===== src/rtl/lnk_dec_pkg.sv =====
package lnk_dec_pkg;
  localparam int FIELD_W = 6;
  localparam logic [FIELD_W-1:0] HDR_PAT  = 6'b111010;
  localparam logic [FIELD_W-1:0] HALF_PAT = 6'b111101;

  typedef enum logic [1:0] {
    WT_HDR = 2'b00,
    WT_HIT = 2'b01,
    WT_TRL = 2'b10,
    WT_RAW = 2'b11
  } wtype_e;

  typedef enum logic [2:0] {
    S_IDLE, S_HDR, S_EVID, S_DATA, S_HIT, S_RAW1, S_WAIT, S_RAWF
  } dec_state_e;
endpackage


===== src/rtl/lnk_precond.sv =====
module lnk_precond #(
  parameter int PRE_STAGES = 3
) (
  input  logic clk,
  input  logic rst,
  input  logic link_i,
  input  logic en_i,
  output logic bit_o
);
  logic [PRE_STAGES-1:0] pre_q;
  logic                  en_q;
  logic                  bit_q;

  generate
    if (PRE_STAGES == 1) begin : g_one
      always_ff @(posedge clk) begin
        if (rst) pre_q <= '0;
        else     pre_q <= link_i;
      end
    end else begin : g_chain
      always_ff @(posedge clk) begin
        if (rst) pre_q <= '0;
        else     pre_q <= {pre_q[PRE_STAGES-2:0], link_i};
      end
    end
  endgenerate

  always_ff @(posedge clk) begin
    if (rst) begin
      en_q  <= 1'b0;
      bit_q <= 1'b0;
    end else begin
      en_q  <= en_i;
      bit_q <= pre_q[PRE_STAGES-1] & en_q;
    end
  end

  assign bit_o = bit_q;


  masked_quiet_chk: assert property (@(posedge clk) disable iff (rst)
    !en_q |=> !bit_q);
endmodule


===== src/rtl/lnk_pkt_timer.sv =====
module lnk_pkt_timer #(
  parameter int TO_W = 16
) (
  input  logic            clk,
  input  logic            rst,
  input  logic            start_i,
  input  logic            busy_i,
  input  logic [TO_W-1:0] limit_i,
  output logic            expired_o
);
  logic [TO_W-1:0] cnt_q;

  always_ff @(posedge clk) begin
    if (rst)                        cnt_q <= '0;
    else if (start_i)               cnt_q <= TO_W'(1);
    else if (!busy_i)               cnt_q <= '0;
    else if (!expired_o)            cnt_q <= cnt_q + TO_W'(1);
  end

  assign expired_o = busy_i && (cnt_q == limit_i);


  budget_bound_chk: assert property (@(posedge clk) disable iff (rst)
    (busy_i && limit_i != '0 && $stable(limit_i)) |-> (cnt_q <= limit_i));
endmodule


===== src/rtl/lnk_frame_fsm.sv =====
module lnk_frame_fsm
  import lnk_dec_pkg::*;
#(
  parameter int WORD_W    = 32,
  parameter int ID_W      = 8,
  parameter int HIT_W     = 24,
  parameter int TRL_ZEROS = 22
) (
  input  logic              clk,
  input  logic              rst,
  input  logic              bit_i,
  input  logic              raw_force_i,
  input  logic              half_mask_i,
  input  logic              expired_i,
  output logic              start_o,
  output logic              busy_o,
  output logic              wr_o,
  output logic [1:0]        wtype_o,
  output logic [WORD_W-1:0] wdata_o,
  output logic              timeout_o
);
  localparam int CW = $clog2(WORD_W + 1);
  localparam int ZW = $clog2(TRL_ZEROS + 1);

  dec_state_e        st_q;
  logic [WORD_W-1:0] sh_q, sh_nx;
  logic [CW-1:0]     cnt_q;
  logic [ZW-1:0]     zc_q;
  logic [ID_W-1:0]   id_q;
  logic              prev_q, rise;
  logic              wr_q, to_q;
  wtype_e            wt_q;
  logic [WORD_W-1:0] wd_q;
  logic              field_ok;

  assign sh_nx    = {sh_q[WORD_W-2:0], bit_i};
  assign rise     = bit_i & ~prev_q;
  assign busy_o   = st_q inside {S_HDR, S_EVID, S_DATA, S_HIT, S_RAW1, S_WAIT};
  assign start_o  = (st_q == S_IDLE) && rise && !raw_force_i;
  assign field_ok = (sh_nx[FIELD_W-1:0] == HDR_PAT) ||
                    (half_mask_i && sh_nx[FIELD_W-1:0] == HALF_PAT);

  always_ff @(posedge clk) begin
    if (rst) begin
      st_q   <= S_IDLE;
      sh_q   <= '0;
      cnt_q  <= '0;
      zc_q   <= '0;
      id_q   <= '0;
      prev_q <= 1'b0;
      wr_q   <= 1'b0;
      to_q   <= 1'b0;
      wt_q   <= WT_HDR;
      wd_q   <= '0;
    end else begin
      prev_q <= bit_i;
      wr_q   <= 1'b0;
      to_q   <= 1'b0;
      sh_q   <= sh_nx;
      cnt_q  <= cnt_q + CW'(1);
      if (busy_o && expired_i) begin
        st_q <= S_IDLE;
        to_q <= 1'b1;
      end else begin
        case (st_q)
          S_IDLE: if (rise) begin
            sh_q  <= {{(WORD_W-1){1'b0}}, 1'b1};
            cnt_q <= CW'(1);
            st_q  <= raw_force_i ? S_RAWF : S_HDR;
          end
          S_HDR: if (cnt_q == CW'(FIELD_W-1)) begin
            if (field_ok) begin
              st_q  <= S_EVID;
              cnt_q <= '0;
            end else begin
              st_q  <= S_RAW1;
            end
          end
          S_EVID: if (cnt_q == CW'(ID_W-1)) begin
            id_q <= sh_nx[ID_W-1:0];
            wr_q <= 1'b1;
            wt_q <= WT_HDR;
            wd_q <= {{(WORD_W-ID_W){1'b0}}, sh_nx[ID_W-1:0]};
            st_q <= S_DATA;
            zc_q <= '0;
          end
          S_DATA: begin
            if (bit_i) begin
              st_q  <= S_HIT;
              cnt_q <= CW'(1);
            end else if (zc_q == ZW'(TRL_ZEROS-1)) begin
              wr_q <= 1'b1;
              wt_q <= WT_TRL;
              wd_q <= {{(WORD_W-ID_W){1'b0}}, id_q};
              st_q <= S_IDLE;
            end else begin
              zc_q <= zc_q + ZW'(1);
            end
          end
          S_HIT: if (cnt_q == CW'(HIT_W-1)) begin
            wr_q <= 1'b1;
            wt_q <= WT_HIT;
            wd_q <= {{(WORD_W-HIT_W){1'b0}}, sh_nx[HIT_W-1:0]};
            st_q <= S_DATA;
            zc_q <= '0;
          end
          S_RAW1: if (cnt_q == CW'(WORD_W-1)) begin
            wr_q <= 1'b1;
            wt_q <= WT_RAW;
            wd_q <= sh_nx;
            st_q <= S_WAIT;
            zc_q <= '0;
          end
          S_WAIT: begin
            if (bit_i)                             zc_q <= '0;
            else if (zc_q == ZW'(TRL_ZEROS-1))     st_q <= S_IDLE;
            else                                   zc_q <= zc_q + ZW'(1);
          end
          S_RAWF: begin
            if (!raw_force_i) begin
              st_q <= S_IDLE;
            end else if (cnt_q == CW'(WORD_W-1)) begin
              wr_q  <= 1'b1;
              wt_q  <= WT_RAW;
              wd_q  <= sh_nx;
              cnt_q <= '0;
            end
          end
          default: st_q <= S_IDLE;
        endcase
      end
    end
  end

  assign wr_o      = wr_q;
  assign wtype_o   = wt_q;
  assign wdata_o   = wd_q;
  assign timeout_o = to_q;


  wait_silent_chk: assert property (@(posedge clk) disable iff (rst)
    (st_q == S_WAIT) |=> !wr_q);

  trailer_closes_chk: assert property (@(posedge clk) disable iff (rst)
    (wr_q && wt_q == WT_TRL) |-> (st_q == S_IDLE));

  hit_resumes_chk: assert property (@(posedge clk) disable iff (rst)
    (wr_q && wt_q == WT_HIT) |-> (st_q == S_DATA));

  abort_quiet_chk: assert property (@(posedge clk) disable iff (rst)
    to_q |-> (!wr_q && st_q == S_IDLE));
endmodule


===== src/rtl/lnk_decoder.sv =====
module lnk_decoder #(
  parameter int WORD_W     = 32,
  parameter int ID_W       = 8,
  parameter int HIT_W      = 24,
  parameter int TRL_ZEROS  = 22,
  parameter int PRE_STAGES = 3,
  parameter int TO_W       = 16
) (
  input  logic              clk,
  input  logic              rst,
  input  logic              link_in,
  input  logic              link_en,
  input  logic              raw_force,
  input  logic              half_clk_mask,
  input  logic [TO_W-1:0]   timeout_limit,
  output logic              wr_o,
  output logic [1:0]        wtype_o,
  output logic [WORD_W-1:0] wdata_o,
  output logic              timeout_o
);
  logic bit_c, start_c, busy_c, expired_c;

  lnk_precond #(.PRE_STAGES(PRE_STAGES)) u_pre (
    .clk(clk), .rst(rst), .link_i(link_in), .en_i(link_en), .bit_o(bit_c)
  );

  lnk_pkt_timer #(.TO_W(TO_W)) u_tmr (
    .clk(clk), .rst(rst), .start_i(start_c), .busy_i(busy_c),
    .limit_i(timeout_limit), .expired_o(expired_c)
  );

  lnk_frame_fsm #(
    .WORD_W(WORD_W), .ID_W(ID_W), .HIT_W(HIT_W), .TRL_ZEROS(TRL_ZEROS)
  ) u_fsm (
    .clk(clk), .rst(rst), .bit_i(bit_c), .raw_force_i(raw_force),
    .half_mask_i(half_clk_mask), .expired_i(expired_c),
    .start_o(start_c), .busy_o(busy_c), .wr_o(wr_o), .wtype_o(wtype_o),
    .wdata_o(wdata_o), .timeout_o(timeout_o)
  );
endmodule


===== config.mk =====
export PLATFORM = sky130hd
export DESIGN_NAME = lnk_decoder
export DESIGN_NICKNAME = d
export VERILOG_FILES = /design/src/rtl/lnk_dec_pkg.sv /design/src/rtl/lnk_precond.sv /design/src/rtl/lnk_pkt_timer.sv /design/src/rtl/lnk_frame_fsm.sv /design/src/rtl/lnk_decoder.sv
export SDC_FILE = /design/constraint.sdc
export NUM_CORES = 1
export LEC_CHECK = 0
export BUFFER_PORTS_ARGS = -buffer_cell sky130_fd_sc_hd__buf_4
export CAP_MARGIN = 0
export CORE_AREA = 2 2 107 160
export DETAILED_ROUTE_END_ITERATION = 12
export DIE_AREA = 0 0 109 162
export PLACE_DENSITY_LB_ADDON = 0.15
export SETUP_SLACK_MARGIN = 0.15
export SLEW_MARGIN = 40
export SYNTH_ARGS = -nofsm -noshare
export SYNTH_HDL_FRONTEND = slang
export SYNTH_SLANG_ARGS = --single-unit
export TNS_END_PERCENT = 5

===== constraint.sdc =====
create_clock -name clk -period 4.89 [get_ports clk]
set_input_delay 0 -clock clk [delete_from_list [all_inputs] [get_ports clk]]
set_output_delay 0 -clock clk [all_outputs]
set_load 0.03 [all_outputs]

==> impl_metrics.json, run 1 <==
{
  "grt-ovfl-total": 0,
  "powerDensity_nw_per_um2": 319,
  "arrival_ns": 3.01,
  "drc": 0,
  "clock-sinks": 111,
  "power.switching_mw": 0.442,
  "max_slew.worst_pin.slew_ns": 0.779,
  "critical_path_required_ns": 5.11,
  "cts-buffers-inserted": 9,
  "yosysTopAreaCellShare_pct": 46.3,
  "antenna_found_initial": 0,
  "diodes": 0,
  "clockBufferDepth": 2,
  "finalClockSkew_ns": 0.00725,
  "htree_levels": 3,
  "p_leak_nw": 2.07,
  "clockPowerShare_pct": 41.0,
  "io_buffers": 57,
  "min_period_over_period_pct": 57.0,
  "area_growth_pct": 18.5,
  "setup_slack_ns": 2.10,
  "clock.fmax_ghz": 0.358,
  "cts_tree": "done",
  "ys_ff_latch": 111,
  "first_global_vias": 3799,
  "drive_above_1_share_pct": 15.6,
  "postSynthAreaPerCell_sq_um": 8.82,
  "gp_congestion": 0.826,
  "routed_wirelength_mm": 11.7,
  "fin_setup_tns_ns": 0,
  "cp_max_fo": 67,
  "place_area_sq_um": 5360,
  "wl_per_cell_microns": 14.7,
  "path_class": "register to register",
  "power_frac_seq_pct": 51.7,
  "initial_core_util_pct": 29.6,
  "core.rowCount": 57,
  "vias_per_cell": 4.90,
  "vias": 3902,
  "utilization_pct": 35.1,
  "synth_simple_gate_area_share_pct": 27.3,
  "synth_ff_type": "dfxtp_1",
  "holdWs_ns": 0.0962,
  "ant_nets": 0,
  "relSlewSlack_pct": 48.0,
  "yosys.area_share.adder_pct": 1.30,
  "dieWidth_microns": 109,
  "synth_area_leader_cell": "dfxtp_1",
  "finalNetCount": 612,
  "slew_violations": 0,
  "grt_max_degree": 68,
  "worstSetupStartpointType": "register",
  "syn_inst": 544,
  "pre_cts_slack_ns": 2.11,
  "ys_types": 62,
  "worstSetupEndpointType": "register",
  "synthXorXnorAreaFrac_pct": 5.11,
  "regToRegSetupSlack_ns": 2.10,
  "grt_pass1_wl_mm": 19.0,
  "synth-edff-count": 0,
  "async_flop_share_pct": 0,
  "peakVddDrop_mv": 0.155,
  "ys_seq_area_share_pct": 46.3,
  "core_area_sq_um": 16200,
  "synth_compound_area_share_pct": 13.4,
  "finalCriticalPeriod_ns": 2.79,
  "ys_warn_count": 0,
  "clkTransAtPathRegs_ns": 0.07,
  "setup_viol": 0,
  "switching_share_pct": 24.3,
  "firstDrtPassIters": 4,
  "fill_cells": 1704,
  "die_area_sq_um": 17700,
  "p_comb_share_pct": 7.3,
  "final-hold-violation-count": 0,
  "synth_nets": 571,
  "ys_top_cells_by_area": "dfxtp_1 (46%), nand2_1 (5.3%), and2_1 (4.3%)",
  "chipHeight_microns": 162,
  "synth.area.mux_share_pct": 2.71,
  "cts_setup_buffers": 0,
  "root_buffer": "clkbuf_16",
  "cap_violations": 0,
  "drt-initial-drc-count": 250,
  "status": "finished clean",
  "synth_top_family_by_area": "simple AND/OR/NAND/NOR gates",
  "syn-cell-area_sq_um": 4800,
  "finish.instance_area_sq_um": 5690,
  "hp-class": "input port to register",
  "p_int_mw": 1.37,
  "rsz0062_at_grt": "no",
  "io_pins": 58,
  "dp_hpwl_mm": 7.97,
  "clk_latency_ns": 0.35,
  "grt_use_total_pct": 13.7
}
## Yosys cell counts, types with 4 or more instances
cell type / count
a211oi_1: 4
a2111oi_0: 4
nand2b_1: 5
nor2_1: 39
nor3b_1: 4
clkbuf_1: 20
mux2i_1: 13
nor3_1: 11
a31o_2: 4
xnor2_1: 13
a21oi_1: 15
and2_1: 33
inv_1: 7
nand3_1: 39
nand3b_1: 4
nor4_1: 7
buf_4: 6
o21ai_0: 10
ha_1: 5
dfxtp_1: 111
or4_1: 4
xor2_1: 15
and3_1: 6
nand2_1: 68
o21ai_1: 24
a311oi_1: 8
nor2b_1: 11
## kinds of logic after synthesis
group	after synthesis
AOI/OAI and AO/OA	96
buffers and inverters	40
DFF	111
muxes	13
adders and majority gates	5
xor gates and xnor gates	28
and+or+nand+nor	251
## cells in the final DEF, fill, tap and decap left out, drive strengths merged, types with 11 or more instances in the layout
master and count:
a21oi 18, and2 33, buf 60, clkbuf 11, dfxtp 111, mux2i 13, nand2 68, nand3 39
nor2 40, nor2b 11, nor3 11, o21ai 35, xnor2 13, xor2 15
## power by group through the flow
stage / sequential (mW) / combinational [mW] / clock, mW
after floorplan: 0.947 / 0.0978 / 0
after global placement: 0.958 / 0.130 / 0
after detailed placement: 0.959 / 0.132 / 0
after CTS: 0.938 / 0.135 / 0.773
after global routing: 0.941 / 0.147 / 0.806
final: 0.938 / 0.132 / 0.745
## critical path: stages (launching register included)
cell	delay (ns)
dfxtp_1	0.82
or2_1	0.27
o21ai_2	0.13
nor4b_4	0.72
a21oi_4	0.09
buf_4	0.35
nand3_1	0.19
o21ai_1	0.07
## routing by layer
metal	wire, microns	global-route usage [%]	part of all wire [%]
met5	0	0	0
met4	167	4.84	1.4
met3	487	3.05	4.2
met2	5690	23.5	49
met1	5330	16.6	46
## layout make-up
type	instances	area (sq um)	share of cell area [%]
Multi-Input combinational cell	393	2400	42.2
Sequential cell	111	2220	39.1
Timing Repair Buffer	63	480	8.45
Tap cell	206	258	4.53
Clock buffer	11	233	4.09
Clock inverter	5	66.3	1.17
Inverter	7	26.3	0.462
## final timing paths
kind,to,depth (start not counted),startpoint
setup / recovery,u_fsm.wdata_o[9],7,u_fsm.st_q[2]
hold / removal,u_fsm.id_q[7],2,rst
setup reg to reg,u_fsm.wdata_o[9],7,u_fsm.st_q[2]
hold reg to reg,u_fsm.wdata_o[31],2,u_fsm.sh_q[30]
## per-stage QoR
step                      total power [mW]  instances
after global routing                  1.89        796
after CTS                             1.85        796
final                                 1.82        796
after detailed placement              1.09        777
after floorplan                       1.04        544
after global placement                1.09        777
## flip-flops by register name, indices dropped and copies added, names as in the netlist, 2 cells and up
signal	flops
u_fsm.cnt_q	6
u_fsm.id_q	8
u_fsm.sh_q	31
u_fsm.st_q	3
u_fsm.wdata_o	32
u_fsm.wtype_o	2
u_fsm.zc_q	5
u_pre.pre_q	3
u_tmr.cnt_q	16
## timing repair
action / CTS / global route
endpoints found under the hold margin: 3 / 0
hold buffers: 3 / 0
resized for setup: 0 / 0
Power figures use the tool's default switching activity.
==> run 2, diff against run 1 <==
==> constraint.sdc (replaced) <==
create_clock -name clk -period 2.3 [get_ports clk]
set_input_delay 0 -clock clk [delete_from_list [all_inputs] [get_ports clk]]
set_output_delay 0 -clock clk [all_outputs]
set_load 0.03 [all_outputs]
==> run 2 against run 1 <==
Net effect: largest cell class unchanged; flip-flop and latch count did not move; clock skew increased by 0.0023 ns; sequential share of layout area down 2.7 points; worst setup slack worse by 2.0 ns; fmax grew 28%; cell count up 4.4%; critical path depth is 2 higher; die area did not move; critical path type unchanged; worst hold slack better by 0.046 ns; combinational power rose to 2.6 times the previous value.
==> impl_metrics.json, run 2 (same netlist as run 1, synthesis figures left out) <==
{
  "dieWidth_microns": 109,
  "path_class": "register to register",
  "diodes": 0,
  "min_period_over_period_pct": 94.7,
  "worstSetupStartpointType": "register",
  "setup_viol": 0,
  "final-hold-violation-count": 0,
  "peakVddDrop_mv": 0.329,
  "core_area_sq_um": 16200,
  "io_pins": 58,
  "relSlewSlack_pct": 53.1,
  "core.rowCount": 57,
  "io_buffers": 57,
  "mostFrequentLayoutCell": "dfxtp_1",
  "fin_setup_tns_ns": 0,
  "status": "finished clean",
  "cp_max_fo": 20,
  "grt_use_total_pct": 14.2,
  "grt-ovfl-total": 0,
  "routed_wirelength_mm": 12.7,
  "finalClockSkew_ns": 0.00955,
  "first_global_vias": 3912,
  "drt-initial-drc-count": 267,
  "ant_nets": 0,
  "grt_pass1_wl_mm": 19.7,
  "rsz0062_at_grt": "yes",
  "layout_common_cells": "dfxtp_1 (108), buf_4 (87), nand2_1 (68)",
  "vias": 4050,
  "antenna_found_initial": 0,
  "clockBufferDepth": 2,
  "finalNetCount": 647,
  "hp-class": "input port to register",
  "area_growth_pct": 27.6,
  "dp_hpwl_mm": 8.67,
  "arrival_ns": 2.47,
  "critical_path_required_ns": 2.59,
  "wl_per_cell_microns": 15.3,
  "clk_latency_ns": 0.35,
  "die_area_sq_um": 17700,
  "vias_per_cell": 4.87,
  "firstDrtPassIters": 5,
  "power_mw": 3.89,
  "powerDensity_nw_per_um2": 636,
  "grt_max_degree": 41,
  "chipHeight_microns": 162,
  "setup_slack_ns": 0.121,
  "utilization_pct": 37.8,
  "cap_violations": 0,
  "holdWs_ns": 0.142,
  "drive_above_1_share_pct": 22.1,
  "worstSetupEndpointType": "register",
  "gp_congestion": 0.832,
  "htree_levels": 3,
  "max_slew.worst_pin.slew_ns": 0.686,
  "slew_violations": 0,
  "p_leak_nw": 2.30,
  "clkTransAtPathRegs_ns": 0.08,
  "cts-buffers-inserted": 9,
  "largest_reg_flops": 32,
  "drc": 0,
  "finalCriticalPeriod_ns": 2.18,
  "clock.fmax_ghz": 0.459,
  "root_buffer": "clkbuf_16",
  "cts_tree": "done",
  "initial_core_util_pct": 29.6,
  "pre_cts_slack_ns": 0.0161,
  "clock-sinks": 111
}
run 2: cell count changes in the layout (fill, tap and decap cells not counted), sizes merged:
cell,before,now
clkinv,1,3
buf,60,91
inv,9,10
clkinvlp,1,0
bufinv,1,0
bufbuf,0,1
clkbuf,11,13
run 2: cell type report:
cell class | instances | area, sq um
Clock buffer | 10 | 239
Clock inverter | 6 | 62.6
Fill cell | 1625 | 10100
Inverter | 7 | 26.3
Multi-Input combinational cell | 393 | 2450
Sequential cell | 111 | 2230
Tap cell | 206 | 258
Timing Repair Buffer | 98 | 862
run 2: worst paths after layout:
check | from | end | slack [ns] | cells past startpoint
min | rst | u_fsm.st_q[0] | 0.14 | 4
max | u_fsm.st_q[2] | u_fsm.wdata_o[27] | 0.12 | 9
max reg2reg | u_fsm.st_q[2] | u_fsm.wdata_o[27] | 0.12 | 9
min reg2reg | u_fsm.sh_q[30] | u_fsm.wdata_o[31] | 0.44 | 2
run 2: routing by layer:
metal / up-vias / routed length, microns / GRT usage (%)
li1: 2062 / - / -
met1: 1899 / 5610 / 16.7
met2: 73 / 6460 / 25.4
met3: 16 / 387 / 2.29
met4: 0 / 270 / 5.24
met5: - / 0 / 0
run 2: stage by stage:
step,std cells,instance area (sq um)
2_1_floorplan,544,4800
3_3_place_gp,800,5560
3_5_place_dp,800,5560
4_1_cts,820,5940
5_1_grt,831,6120
6_report,831,6120
run 2: timing repair:
item | 4_1_cts | 5_1_grt
resized for setup | 6 | 8
buffers inserted | 0 | 8
endpoints found under the setup margin | 42 | 54
hold buffers | 3 | 0
pin swaps | 0 | 7
cloned | 1 | 3
endpoints found under the hold margin | 3 | 0
run 2: critical path, cell delays in order (launching register included):
cell	delay [ns]
dfxtp_2	0.34
buf_6	0.13
or4b_4	0.54
a21boi_4	0.19
o22ai_4	0.10
a21oi_4	0.29
buf_4	0.20
clkbuf_16	0.17
nand3_1	0.08
o21ai_1	0.07
run 2: power breakdown:
part | internal (mW) | switching [mW] | leakage (nW) | total (mW)
combinational | 0.146 | 0.198 | 1.26 | 0.344
sequential | 1.95 | 0.0299 | 0.896 | 1.98
clock | 0.795 | 0.778 | 0.148 | 1.57
